<file path="config.mk">
export PLATFORM = sky130hd
export DESIGN_NAME = disp_link_slave
export DESIGN_NICKNAME = d
export VERILOG_FILES = /design/src/rtl/dls_pkg.sv /design/src/rtl/dls_frame_rx.sv /design/src/rtl/dls_down_timer.sv /design/src/rtl/dls_ret_tx.sv /design/src/rtl/disp_link_slave.sv
export SDC_FILE = /design/constraint.sdc
export NUM_CORES = 1
export LEC_CHECK = 0
export CAP_MARGIN = 0
export CORE_ASPECT_RATIO = 0.5
export CORE_MARGIN = 5
export CORE_UTILIZATION = 35
export DETAILED_ROUTE_END_ITERATION = 7
export PLACE_DENSITY = 0.55
export SYNTH_ARGS = -nofsm -noshare
export SYNTH_HDL_FRONTEND = slang
export SYNTH_HIERARCHICAL = 1
export SYNTH_SLANG_ARGS = --single-unit
</file>
<file path="constraint.sdc">
create_clock -name clk -period 3.7 [get_ports clk]
set_input_delay 0.555 -clock clk [delete_from_list [all_inputs] [get_ports clk]]
set_output_delay 0.555 -clock clk [all_outputs]
set_load 0.05 [all_outputs]
</file>
<file path="src/rtl/dls_pkg.sv">
package dls_pkg;
  parameter int DATA_W = 18;
  parameter int CTL_W  = 6;
  localparam int PAY_LONG  = DATA_W + CTL_W + 2;
  localparam int PAY_SHORT = CTL_W + 2;
  localparam int RET_LEN   = 1 + PAY_LONG;

  // pin positions that the display decodes in serial-peripheral mode
  localparam int SPI_DP_DAT = 7;
  localparam int SPI_DP_CLK = 6;
  localparam int SPI_CT_DAT = 4;
  localparam int SPI_CT_CLK = 5;
  localparam int SPI_CT_CS  = 5;

  typedef enum logic [1:0] {K_NONE, K_WRITE, K_READ, K_SPI} kind_e;

  typedef struct packed {
    logic              lng;
    logic              sel;
    logic              rw;
    logic [CTL_W-1:0]  ctl;
    logic [DATA_W-1:0] data;
  } frame_t;

  function automatic kind_e classify(input logic lng, input logic rw, input logic spi);
    if (lng)      return K_WRITE;
    else if (rw)  return K_READ;
    else if (spi) return K_SPI;
    else          return K_NONE;
  endfunction

  function automatic int unsigned low_cycles(input kind_e k, input logic sel,
      input int unsigned w0, input int unsigned w1,
      input int unsigned wrd, input int unsigned wspi);
    case (k)
      K_READ:  return wrd;
      K_SPI:   return wspi;
      default: return sel ? w1 : w0;
    endcase
  endfunction

  function automatic int unsigned max4(input int unsigned a, input int unsigned b,
      input int unsigned c, input int unsigned d);
    int unsigned m;
    m = a;
    if (b > m) m = b;
    if (c > m) m = c;
    if (d > m) m = d;
    return m;
  endfunction
endpackage

</file>
<file path="src/rtl/dls_frame_rx.sv">
module dls_frame_rx
  import dls_pkg::*;
(
  input  logic   clk,
  input  logic   rst_n,
  input  logic   rx_bit,
  input  logic   rx_en,
  output logic   frame_vld,
  output frame_t frame
);
  localparam int CNTW = $clog2(PAY_LONG + 1);

  logic                busy_q, lng_q;
  logic [CNTW-1:0]     idx_q, last_idx, pos;
  logic [PAY_LONG-1:0] sh_q, sh_nx;
  logic                done_w;

  assign last_idx = lng_q ? CNTW'(PAY_LONG - 1) : CNTW'(PAY_SHORT - 1);
  // short frames land in the upper (control) part of the shift image
  assign pos      = idx_q + (lng_q ? '0 : CNTW'(DATA_W));
  assign done_w   = rx_en && busy_q && (idx_q == last_idx);

  always_comb begin
    sh_nx = sh_q;
    if (busy_q) sh_nx[pos] = rx_bit;
  end

  always_ff @(posedge clk or negedge rst_n) begin
    if (!rst_n) begin
      busy_q    <= 1'b0;
      lng_q     <= 1'b0;
      idx_q     <= '0;
      sh_q      <= '0;
      frame_vld <= 1'b0;
      frame     <= '0;
    end else begin
      frame_vld <= 1'b0;
      if (rx_en) begin
        if (!busy_q) begin
          busy_q <= 1'b1;
          lng_q  <= rx_bit;
          idx_q  <= '0;
        end else begin
          sh_q <= sh_nx;
          if (done_w) begin
            busy_q     <= 1'b0;
            frame_vld  <= 1'b1;
            frame.lng  <= lng_q;
            frame.data <= sh_nx[DATA_W-1:0];
            frame.ctl  <= sh_nx[DATA_W +: CTL_W];
            frame.rw   <= sh_nx[DATA_W + CTL_W];
            frame.sel  <= sh_nx[DATA_W + CTL_W + 1];
          end else begin
            idx_q <= idx_q + 1'b1;
          end
        end
      end
    end
  end

  // a decoded frame only follows a qualified bit
  p_frame_after_bit_r1: assert property (@(posedge clk) disable iff (!rst_n)
    frame_vld |-> $past(rx_en));
endmodule

</file>
<file path="src/rtl/dls_down_timer.sv">
module dls_down_timer #(
  parameter  int MAXV = 56,
  localparam int TW   = $clog2(MAXV + 1)
) (
  input  logic          clk,
  input  logic          rst_n,
  input  logic          load,
  input  logic [TW-1:0] load_val,
  output logic          zero
);
  logic [TW-1:0] cnt_q;

  always_ff @(posedge clk or negedge rst_n) begin
    if (!rst_n)              cnt_q <= '0;
    else if (load)           cnt_q <= load_val;
    else if (cnt_q != '0)    cnt_q <= cnt_q - 1'b1;
  end

  assign zero = (cnt_q == '0);

  // a requested width never exceeds the counter's range
  p_load_in_range_r2: assert property (@(posedge clk) disable iff (!rst_n)
    load |-> (load_val <= TW'(MAXV)));
endmodule

</file>
<file path="src/rtl/dls_ret_tx.sv">
module dls_ret_tx
  import dls_pkg::*;
(
  input  logic              clk,
  input  logic              rst_n,
  input  logic              start,
  input  logic [DATA_W-1:0] data,
  output logic              tx_bit,
  output logic              tx_en,
  output logic              last
);
  localparam int CW = $clog2(RET_LEN + 1);

  logic [RET_LEN-1:0] sh_q;
  logic [CW-1:0]      cnt_q;

  always_ff @(posedge clk or negedge rst_n) begin
    if (!rst_n) begin
      sh_q  <= '0;
      cnt_q <= '0;
      tx_en <= 1'b0;
    end else if (start) begin
      sh_q  <= {{PAY_SHORT{1'b0}}, data, 1'b1};
      cnt_q <= CW'(RET_LEN);
      tx_en <= 1'b1;
    end else if (tx_en) begin
      sh_q  <= sh_q >> 1;
      cnt_q <= cnt_q - 1'b1;
      if (cnt_q == CW'(1)) tx_en <= 1'b0;
    end
  end

  assign tx_bit = tx_en & sh_q[0];
  assign last   = tx_en && (cnt_q == CW'(1));

  // every return frame opens with the marker
  p_marker_first_r5: assert property (@(posedge clk) disable iff (!rst_n)
    $rose(tx_en) |-> tx_bit);
  // control positions of the return frame are zeros
  p_tail_zero_r5: assert property (@(posedge clk) disable iff (!rst_n)
    (tx_en && cnt_q <= CW'(PAY_SHORT)) |-> !tx_bit);
endmodule

</file>
<file path="src/rtl/disp_link_slave.sv">
module disp_link_slave
  import dls_pkg::*;
#(
  parameter int SETUP_CYC = 2,
  parameter int LOW_W0    = 15,
  parameter int LOW_W1    = 6,
  parameter int LOW_RD    = 56,
  parameter int LOW_SPI   = 12
) (
  input  logic              clk,
  input  logic              rst_n,
  input  logic              spi_mode,
  input  logic              rx_bit,
  input  logic              rx_en,
  input  logic [DATA_W-1:0] dp_in,
  output logic [DATA_W-1:0] dp_out,
  output logic              dp_oe,
  output logic [CTL_W-1:0]  ctl_out,
  output logic              rw_out,
  output logic              wclk0,
  output logic              wclk1,
  output logic              tx_bit,
  output logic              tx_en
);
  localparam int MAXW = int'(max4(LOW_W0, LOW_W1, LOW_RD, max4(LOW_SPI, SETUP_CYC, 1, 1)));
  localparam int TW   = $clog2(MAXW + 1);

  typedef enum logic [1:0] {E_IDLE, E_SETUP, E_LOW, E_TX} eng_e;

  logic              frame_vld;
  frame_t            frame;
  kind_e             kind_in, kind_q;
  eng_e              state_q;
  logic              sel_q, rw_q, dp_oe_q, wclk0_q, wclk1_q;
  logic [DATA_W-1:0] dp_q;
  logic [CTL_W-1:0]  ctl_q;
  logic              accept, tmr_load, tmr_zero, tx_start, tx_last;
  logic [TW-1:0]     tmr_val;
  int unsigned       low_w;

  dls_frame_rx u_rx (
    .clk(clk), .rst_n(rst_n), .rx_bit(rx_bit), .rx_en(rx_en),
    .frame_vld(frame_vld), .frame(frame)
  );

  assign kind_in  = classify(frame.lng, frame.rw, spi_mode);
  assign accept   = frame_vld && (state_q == E_IDLE) && (kind_in != K_NONE);
  assign low_w    = low_cycles(kind_q, sel_q, LOW_W0, LOW_W1, LOW_RD, LOW_SPI);
  assign tmr_load = accept || (state_q == E_SETUP && tmr_zero);
  assign tmr_val  = accept ? TW'(SETUP_CYC - 1) : TW'(low_w - 1);
  assign tx_start = (state_q == E_LOW) && tmr_zero && (kind_q == K_READ);

  dls_down_timer #(.MAXV(MAXW)) u_tmr (
    .clk(clk), .rst_n(rst_n), .load(tmr_load), .load_val(tmr_val), .zero(tmr_zero)
  );

  // the display's bus is sampled on the edge where the read strobe rises
  dls_ret_tx u_tx (
    .clk(clk), .rst_n(rst_n), .start(tx_start), .data(dp_in),
    .tx_bit(tx_bit), .tx_en(tx_en), .last(tx_last)
  );

  always_ff @(posedge clk or negedge rst_n) begin
    if (!rst_n) begin
      state_q <= E_IDLE;
      kind_q  <= K_NONE;
      sel_q   <= 1'b0;
      rw_q    <= 1'b0;
      dp_q    <= '0;
      dp_oe_q <= 1'b1;
      ctl_q   <= '0;
      wclk0_q <= 1'b1;
      wclk1_q <= 1'b1;
    end else begin
      case (state_q)
        E_IDLE: if (accept) begin
          kind_q  <= kind_in;
          sel_q   <= frame.sel;
          rw_q    <= frame.rw;
          wclk1_q <= 1'b1;
          state_q <= E_SETUP;
          case (kind_in)
            K_WRITE: begin
              dp_q    <= frame.data;
              dp_oe_q <= 1'b1;
              ctl_q   <= frame.ctl;
              wclk0_q <= 1'b1;
            end
            K_READ: begin
              dp_oe_q <= 1'b0;
              ctl_q   <= frame.ctl;
              wclk0_q <= 1'b1;
            end
            default: begin
              dp_oe_q                <= 1'b1;
              dp_q[SPI_DP_DAT]       <= frame.ctl[SPI_CT_DAT];
              dp_q[SPI_DP_CLK]       <= 1'b1;
              ctl_q                  <= frame.ctl;
              ctl_q[SPI_CT_CLK]      <= 1'b1;
              wclk0_q                <= frame.ctl[SPI_CT_CS];
            end
          endcase
        end
        E_SETUP: if (tmr_zero) begin
          state_q <= E_LOW;
          if (kind_q == K_SPI) begin
            dp_q[SPI_DP_CLK]  <= 1'b0;
            ctl_q[SPI_CT_CLK] <= 1'b0;
          end else if (sel_q) wclk1_q <= 1'b0;
          else                wclk0_q <= 1'b0;
        end
        E_LOW: if (tmr_zero) begin
          state_q <= (kind_q == K_READ) ? E_TX : E_IDLE;
          if (kind_q == K_SPI) begin
            dp_q[SPI_DP_CLK]  <= 1'b1;
            ctl_q[SPI_CT_CLK] <= 1'b1;
          end else if (sel_q) wclk1_q <= 1'b1;
          else                wclk0_q <= 1'b1;
        end
        default: if (tx_last) state_q <= E_IDLE;
      endcase
    end
  end

  assign dp_out  = dp_q;
  assign dp_oe   = dp_oe_q;
  assign ctl_out = ctl_q;
  assign rw_out  = rw_q;
  assign wclk0   = wclk0_q;
  assign wclk1   = wclk1_q;

  // the two write clocks are never low together
  p_single_strobe_r10: assert property (@(posedge clk) disable iff (!rst_n)
    !(!wclk0 && !wclk1));
  // the bus stays released for the whole read strobe
  p_bus_released_r4: assert property (@(posedge clk) disable iff (!rst_n)
    (state_q == E_LOW && kind_q == K_READ) |-> !dp_oe);
  // port values hold while a strobe is low
  p_hold_while_low_r3: assert property (@(posedge clk) disable iff (!rst_n)
    (state_q == E_LOW && $past(state_q) == E_LOW) |->
      ($stable(dp_out) && $stable(ctl_out) && $stable(rw_out)));
  // write clock 1 only falls after the setup phase
  p_setup_before_fall_r3: assert property (@(posedge clk) disable iff (!rst_n)
    $fell(wclk1) |-> ($past(state_q) == E_SETUP));
  // write clock 1 rests high whenever the engine is idle
  p_idle_wclk1_high_r2: assert property (@(posedge clk) disable iff (!rst_n)
    (state_q == E_IDLE) |-> wclk1);
endmodule

</file>
# After elaboration in Yosys (flattened, before gate mapping)
# Index checks and enable logic that the tools add are counted.
dict set report totals {
  ff_bits 133
  out_inout_bits 30
  wordCells 150
}
dict set report op_classes {
  add_sub_neg 5
  n_lt_le_gt_ge 2
  n_eq_ne 21
  mux 62
  n_bitwise 3
  n_reduce_logical 31
}
# cell count
set op_table {}
lappend op_table {{27-bit 2-to-1 mux} 2}
lappend op_table {{6-bit 2-to-1 mux} 6}
lappend op_table {{5-bit 2-to-1 mux} 6}
lappend op_table {{1-bit 2-to-1 mux} 29}
lappend op_table {{26-bit bitwise mux} 1}
lappend op_table {{2-bit inequality test, second input constant} 11}
lappend op_table {{2-bit 2-to-1 mux} 8}
lappend op_table {{8-bit AND reduction} 2}
lappend op_table {{1-bit one-hot mux with 3 select lines} 4}
lappend op_table {{6-bit one-hot mux with 2 select lines} 1}
lappend op_table {{6-bit by 1-bit subtractor with 6-bit output, second input constant} 2}
lappend op_table {{1-bit logical AND} 9}
lappend op_table {{3-bit AND reduction} 3}
lappend op_table {{2-bit equality test, second input constant} 4}
lappend op_table {{2-bit AND reduction} 4}
lappend op_table {{7-bit 2-to-1 mux} 1}
lappend op_table {{7-bit AND reduction} 1}
lappend op_table {{6-bit logical NOT} 1}
lappend op_table {{5-bit by 6-bit less-than comparator with 1-bit output, second input constant} 1}
lappend op_table {{2-bit one-hot mux with 3 select lines} 1}
lappend op_table {{6-bit AND reduction} 1}
lappend op_table {{2-bit nonzero test} 3}
lappend op_table {{6-bit nonzero test} 1}
lappend op_table {{5-bit by 1-bit adder with 5-bit output, second input constant} 1}
lappend op_table {{other kinds (18)} 21}

# Logic depth before layout (Yosys ltp)
dict set report logic_depth {
  depth_word 8
  mapped_depth 11
  mapped_depth_nobuf 9
}

# Hierarchy
# The synthesis kept the hierarchy.
# mod instances cells_per_inst area_each_um2
set modules_own_cells {}
lappend modules_own_cells {dls_frame_rx 1 274 2770.2}
lappend modules_own_cells {disp_link_slave 1 141 1615.3}
lappend modules_own_cells {dls_ret_tx 1 113 1197.4}
lappend modules_own_cells {dls_down_timer 1 40 400.4}

# Worst setup path before layout
# No wires, ideal clock.
dict set report synth_timing {
  path_type {input -> register}
  from {input spi_mode}
  to {register u_tmr.cnt_q[0]}
  setup_time_ps 149
  arrival_time_ps 2254
  path_slack_ps 1297
  stages 10
  path_buffers 3
  path_cell_list {nor2_1 or2_2 ha_1 nand2b_4 or2_1 buf_2 buf_2 nand2_1 clkbuf_1 a221oi_1}
}
dict set report synth_between {
  elab_chain_len 7
}
# item line
set synth_lines {}
lappend synth_lines {{start: declaration} disp_link_slave.sv:12} ;# input logic spi_mode,
lappend synth_lines {{2-bit 2-to-1 mux (*)} dls_pkg.sv:28} ;# else if (spi) return K_SPI;
lappend synth_lines {{2-bit 2-to-1 mux (*)} dls_pkg.sv:27} ;# else if (rw) return K_READ;
lappend synth_lines {{2-bit 2-to-1 mux (*)} dls_pkg.sv:26} ;# if (lng) return K_WRITE;
lappend synth_lines {{2-bit nonzero test (*)} disp_link_slave.sv:47} ;# assign accept = frame_vld && (state_q == E_IDLE) && (kind_in != K_NONE);
lappend synth_lines {{1-bit logical AND (*)} disp_link_slave.sv:47}
lappend synth_lines {{1-bit logical OR (*)} disp_link_slave.sv:49} ;# assign tmr_load = accept || (state_q == E_SETUP && tmr_zero);
lappend synth_lines {{named net tmr_load} disp_link_slave.sv:37} ;# logic accept, tmr_load, tmr_zero, tx_start, tx_last;
lappend synth_lines {{6-bit 2-to-1 mux or 2-bit nonzero test (tied branches)} --}
lappend synth_lines {{end signal: assignment} dls_down_timer.sv:15} ;# else if (load) cnt_q <= load_val;
lappend synth_lines {{end signal: assignment} dls_down_timer.sv:16} ;# else if (cnt_q != '0) cnt_q <= cnt_q - 1'b1;
lappend synth_lines {{end: declaration} dls_down_timer.sv:11} ;# logic [TW-1:0] cnt_q;
# Mark *: on every way through the listed nets, which the timed path passes. The rest lies on a longest branch.
# A chain may end at the register's enable or synchronous reset.

# Worst setup path in the final report
dict set report layout_timing {
  from {register u_tx.tx_en}
  to {output tx_bit}
}
dict set report layout_between {
  elab_chain_len 1
}
# item line
set layout_lines {}
lappend layout_lines {{start: declaration} dls_ret_tx.sv:9} ;# output logic tx_en,
lappend layout_lines {{start signal: assignment} dls_ret_tx.sv:21} ;# tx_en <= 1'b0;
lappend layout_lines {{start signal: assignment} dls_ret_tx.sv:25} ;# tx_en <= 1'b1;
lappend layout_lines {{start signal: assignment} dls_ret_tx.sv:29} ;# if (cnt_q == CW'(1)) tx_en <= 1'b0;
lappend layout_lines {{1-bit bitwise AND} dls_ret_tx.sv:33} ;# assign tx_bit = tx_en & sh_q[0];
lappend layout_lines {{end: declaration} disp_link_slave.sv:22} ;# output logic tx_bit,
# Every way passes these cells.

==> flow_summary.json <==
{
  "fin_crit_ns": 2.629,
  "cts_sinks": 125,
  "grt_pass1_vias": 4286,
  "r2r_start": "u_rx/lng_q",
  "dr.pass1.iters": 4,
  "period_share_pct": 71.06,
  "multi_input_area_sq_um": 2609,
  "critical_path.top_delay_family": "buffers and inverters",
  "htreeDepth": 4,
  "antenna_found_initial": 0,
  "cp.arrival_ns": 2.07,
  "core_area_sq_um": 16560,
  "dieArea_sq_um": 19970,
  "worstPathRequired_ns": 3.14,
  "cts_setup_buffers": 0,
  "synth_edf_count": 0,
  "drv_cap": 0,
  "setup_ws_ns": 1.071,
  "seq_area_sq_um": 3132,
  "core.rowCount": 33,
  "fin_tns_setup_ns": 0,
  "yosysSeqAreaShare_pct": 52.34,
  "report.final.slew_viol_count": 0,
  "crit_path_top_delay_cell": "clkdlybuf4s50_1",
  "grt.total_usage_pct": 13.16,
  "area_growth_pct": 21.23,
  "cts_max_path_buffers": 2,
  "cp_slowest_stage_delay_ns": 0.80,
  "ff2ff_path_depth": 7,
  "min_path_type": "primary input to asynchronous set/reset pin",
  "stdcell_count": 855,
  "drcViolationCount": 0,
  "port_buffers": 52,
  "clockRootBuffer": "clkbuf_16",
  "setup_violations": 0,
  "slew_headroom_pct": 51.41,
  "power.density_nw_per_um2": 586.4,
  "worst_pin_slew_ns": 0.7282,
  "via_per_inst": 4.861,
  "grt_pass1_wl_mm": 21.57,
  "fmax_mhz": 380.3,
  "clkLatencyLatePin_ns": 0.41,
  "rsz0062_at_grt": "no",
  "initial_core_util_pct": 36.14,
  "via_count": 4156,
  "syn-num-nets": 605,
  "antennaDiodeCount": 0,
  "outcome": "completed",
  "timing.rr.end": "u_rx/idx_q[2]",
  "final_common_cell": "nand2_1",
  "avgRoutedWirePerCell_um": 14.23,
  "gr-total-overflow": 0,
  "worst_setup_path_end_kind": "output port",
  "hold_viol_final": 0,
  "ant_nets": 0,
  "synthesis.instances": 568,
  "syn_area_sq_um": 5983,
  "cts.repair.resized": 0,
  "leakagePower_nw": 3.187,
  "ys_ff_latch": 125,
  "fin_skew_ns": 0.01812,
  "drtIter0Drc": 215,
  "nFillCells": 1577,
  "placedCellCount": 825,
  "ys_types": 64,
  "io_pins": 53,
  "endpoint": "tx_bit",
  "final_nets": 654,
  "synthFlopType": "dfrtp_1",
  "ys_warn_count": 6,
  "die_x_um": 194.9,
  "place_ws_ns": 0.9344,
  "path_max_fanout": 12,
  "r2r_setup_slack_ns": 1.19,
  "critPathLaunchType": "flop",
  "peakVddDrop_uv": 346.3,
  "cts_tree": "done",
  "syn_area_per_cell_sq_um": 10.53,
  "async_flop_share_pct": 100.0,
  "drive_gt1_share_pct": 15.45,
  "crit_cells": 2,
  "crit_start": "u_tx/tx_en",
  "placed_cell_area_sq_um": 6694,
  "fin_area_sq_um": 7253,
  "final_cell_mix": "nand2_1 (132), dfrtp_1 (122), clkdlybuf4s50_1 (51), o21ai_0 (34), mux2_2 (26)",
  "worstPathCellList": "and2_1 -> clkdlybuf4s50_1",
  "numCtsBuffers": 17,
  "clk_pin_slew_ns": 0.06,
  "die_h_um": 102.5,
  "path_class": "flop to output port",
  "grt_max_degree": 57,
  "path_buf_inv": 1,
  "dp_hpwl_mm": 8.250,
  "place_congestion": 0.7419,
  "finalWirelength_mm": 12.17,
  "ctsHoldBuffers": 0
}
worst register-to-register path, cell delays in order (launching register included):
cell	delay, ns
dfrtp_1	0.46
inv_1	0.07
ha_1	0.39
nand4b_1	0.41
a21o_1	0.28
inv_2	0.42
nor4b_1	0.12
a211o_1	0.25
where the power goes:
part	internal, mW	switching [mW]	total (mW)
Sequential	1.62	0.183	1.80
Combinational	0.346	0.538	0.884
Clock	0.971	0.601	1.57
Total	2.93	1.32	4.25
logic make-up after synthesis:
logic type	share of synthesized area (%)
compound gates	8.532
xor+xnor	1.568
fa+ha+maj	2.928
buf+inv	4.057
flops	52.34
mux	12.61
simple gates	17.96
sequential cells by signal, indices dropped and copies added, names as in the netlist:
name            cells
ctl_out             6
dp_oe               1
dp_out             18
kind_q              2
rw_out              1
sel_q               1
state_q             2
u_rx/busy_q         1
u_rx/frame         27
u_rx/frame_vld      1
u_rx/idx_q          5
u_rx/lng_q          1
u_rx/sh_q          26
u_tmr/cnt_q         6
u_tx/cnt_q          5
u_tx/sh_q          19
u_tx/tx_en          1
wclk0               1
wclk1               1
layout make-up:
| class | instances | share of cell area, % |
|---|---|---|
| Inverter | 19 | 0.9833 |
| Clock inverter | 9 | 1.225 |
| Sequential cell | 125 | 43.18 |
| Tap cell | 227 | 3.916 |
| Multi-Input combinational cell | 393 | 35.97 |
| Clock buffer | 21 | 6.486 |
| Timing Repair Buffer | 61 | 8.246 |
cells in the mapped netlist (6+ instances only):
cell type  instances  share of area, %
a21oi_1            7              0.59
buf_2             14               1.2
clkbuf_1          10              0.63
dfrtp_1          122                51
ha_1              14               2.9
inv_1             17               1.1
mux2_1             9               1.7
mux2_2            26               4.9
mux2_4            10               2.5
mux2i_1           21               3.5
nand2_1          132               8.3
nand3_1           19               1.6
nor2_1            18               1.1
nor3_1            18               1.5
o21ai_0           34               2.8
o31ai_1            8               1.0
xnor2_1            6              0.88
layer usage:
layer  wire (um)  vias up  GRT usage [%]
li1            -     2048              -
met1        6054     2057          17.81
met2        5740       44          21.33
met3         289        7          3.228
met4          85        0          3.861
met5           0        -              0
how the worst min path moves through the flow:
stage               cells after the start          start        endpoint
floorplan                               0          rst_n      ctl_out[0]
global placement                        2  u_rx/sh_q[10]  u_rx/frame[10]
detailed placement                      2  u_rx/sh_q[13]  u_rx/frame[13]
CTS                                     1          rst_n  u_rx/frame[15]
global route                            1          rst_n      dp_out[14]
finish                                  1          rst_n   u_rx/idx_q[1]
stage by stage:
| step | hold WS (ns) | total power [mW] | util (%) |
|---|---|---|---|
| finish | 0.08530 | 4.254 | 43.81 |
| global route | 0.1084 | 4.520 | 43.81 |
| CTS | 0.08470 | 4.304 | 43.81 |
| detailed placement | 0.4551 | 2.701 | 40.43 |
| global placement | 0.4493 | 2.676 | 40.43 |
| floorplan | 0.2594 | 2.487 | - |
No activity file was read; power rests on OpenSTA's default activity.
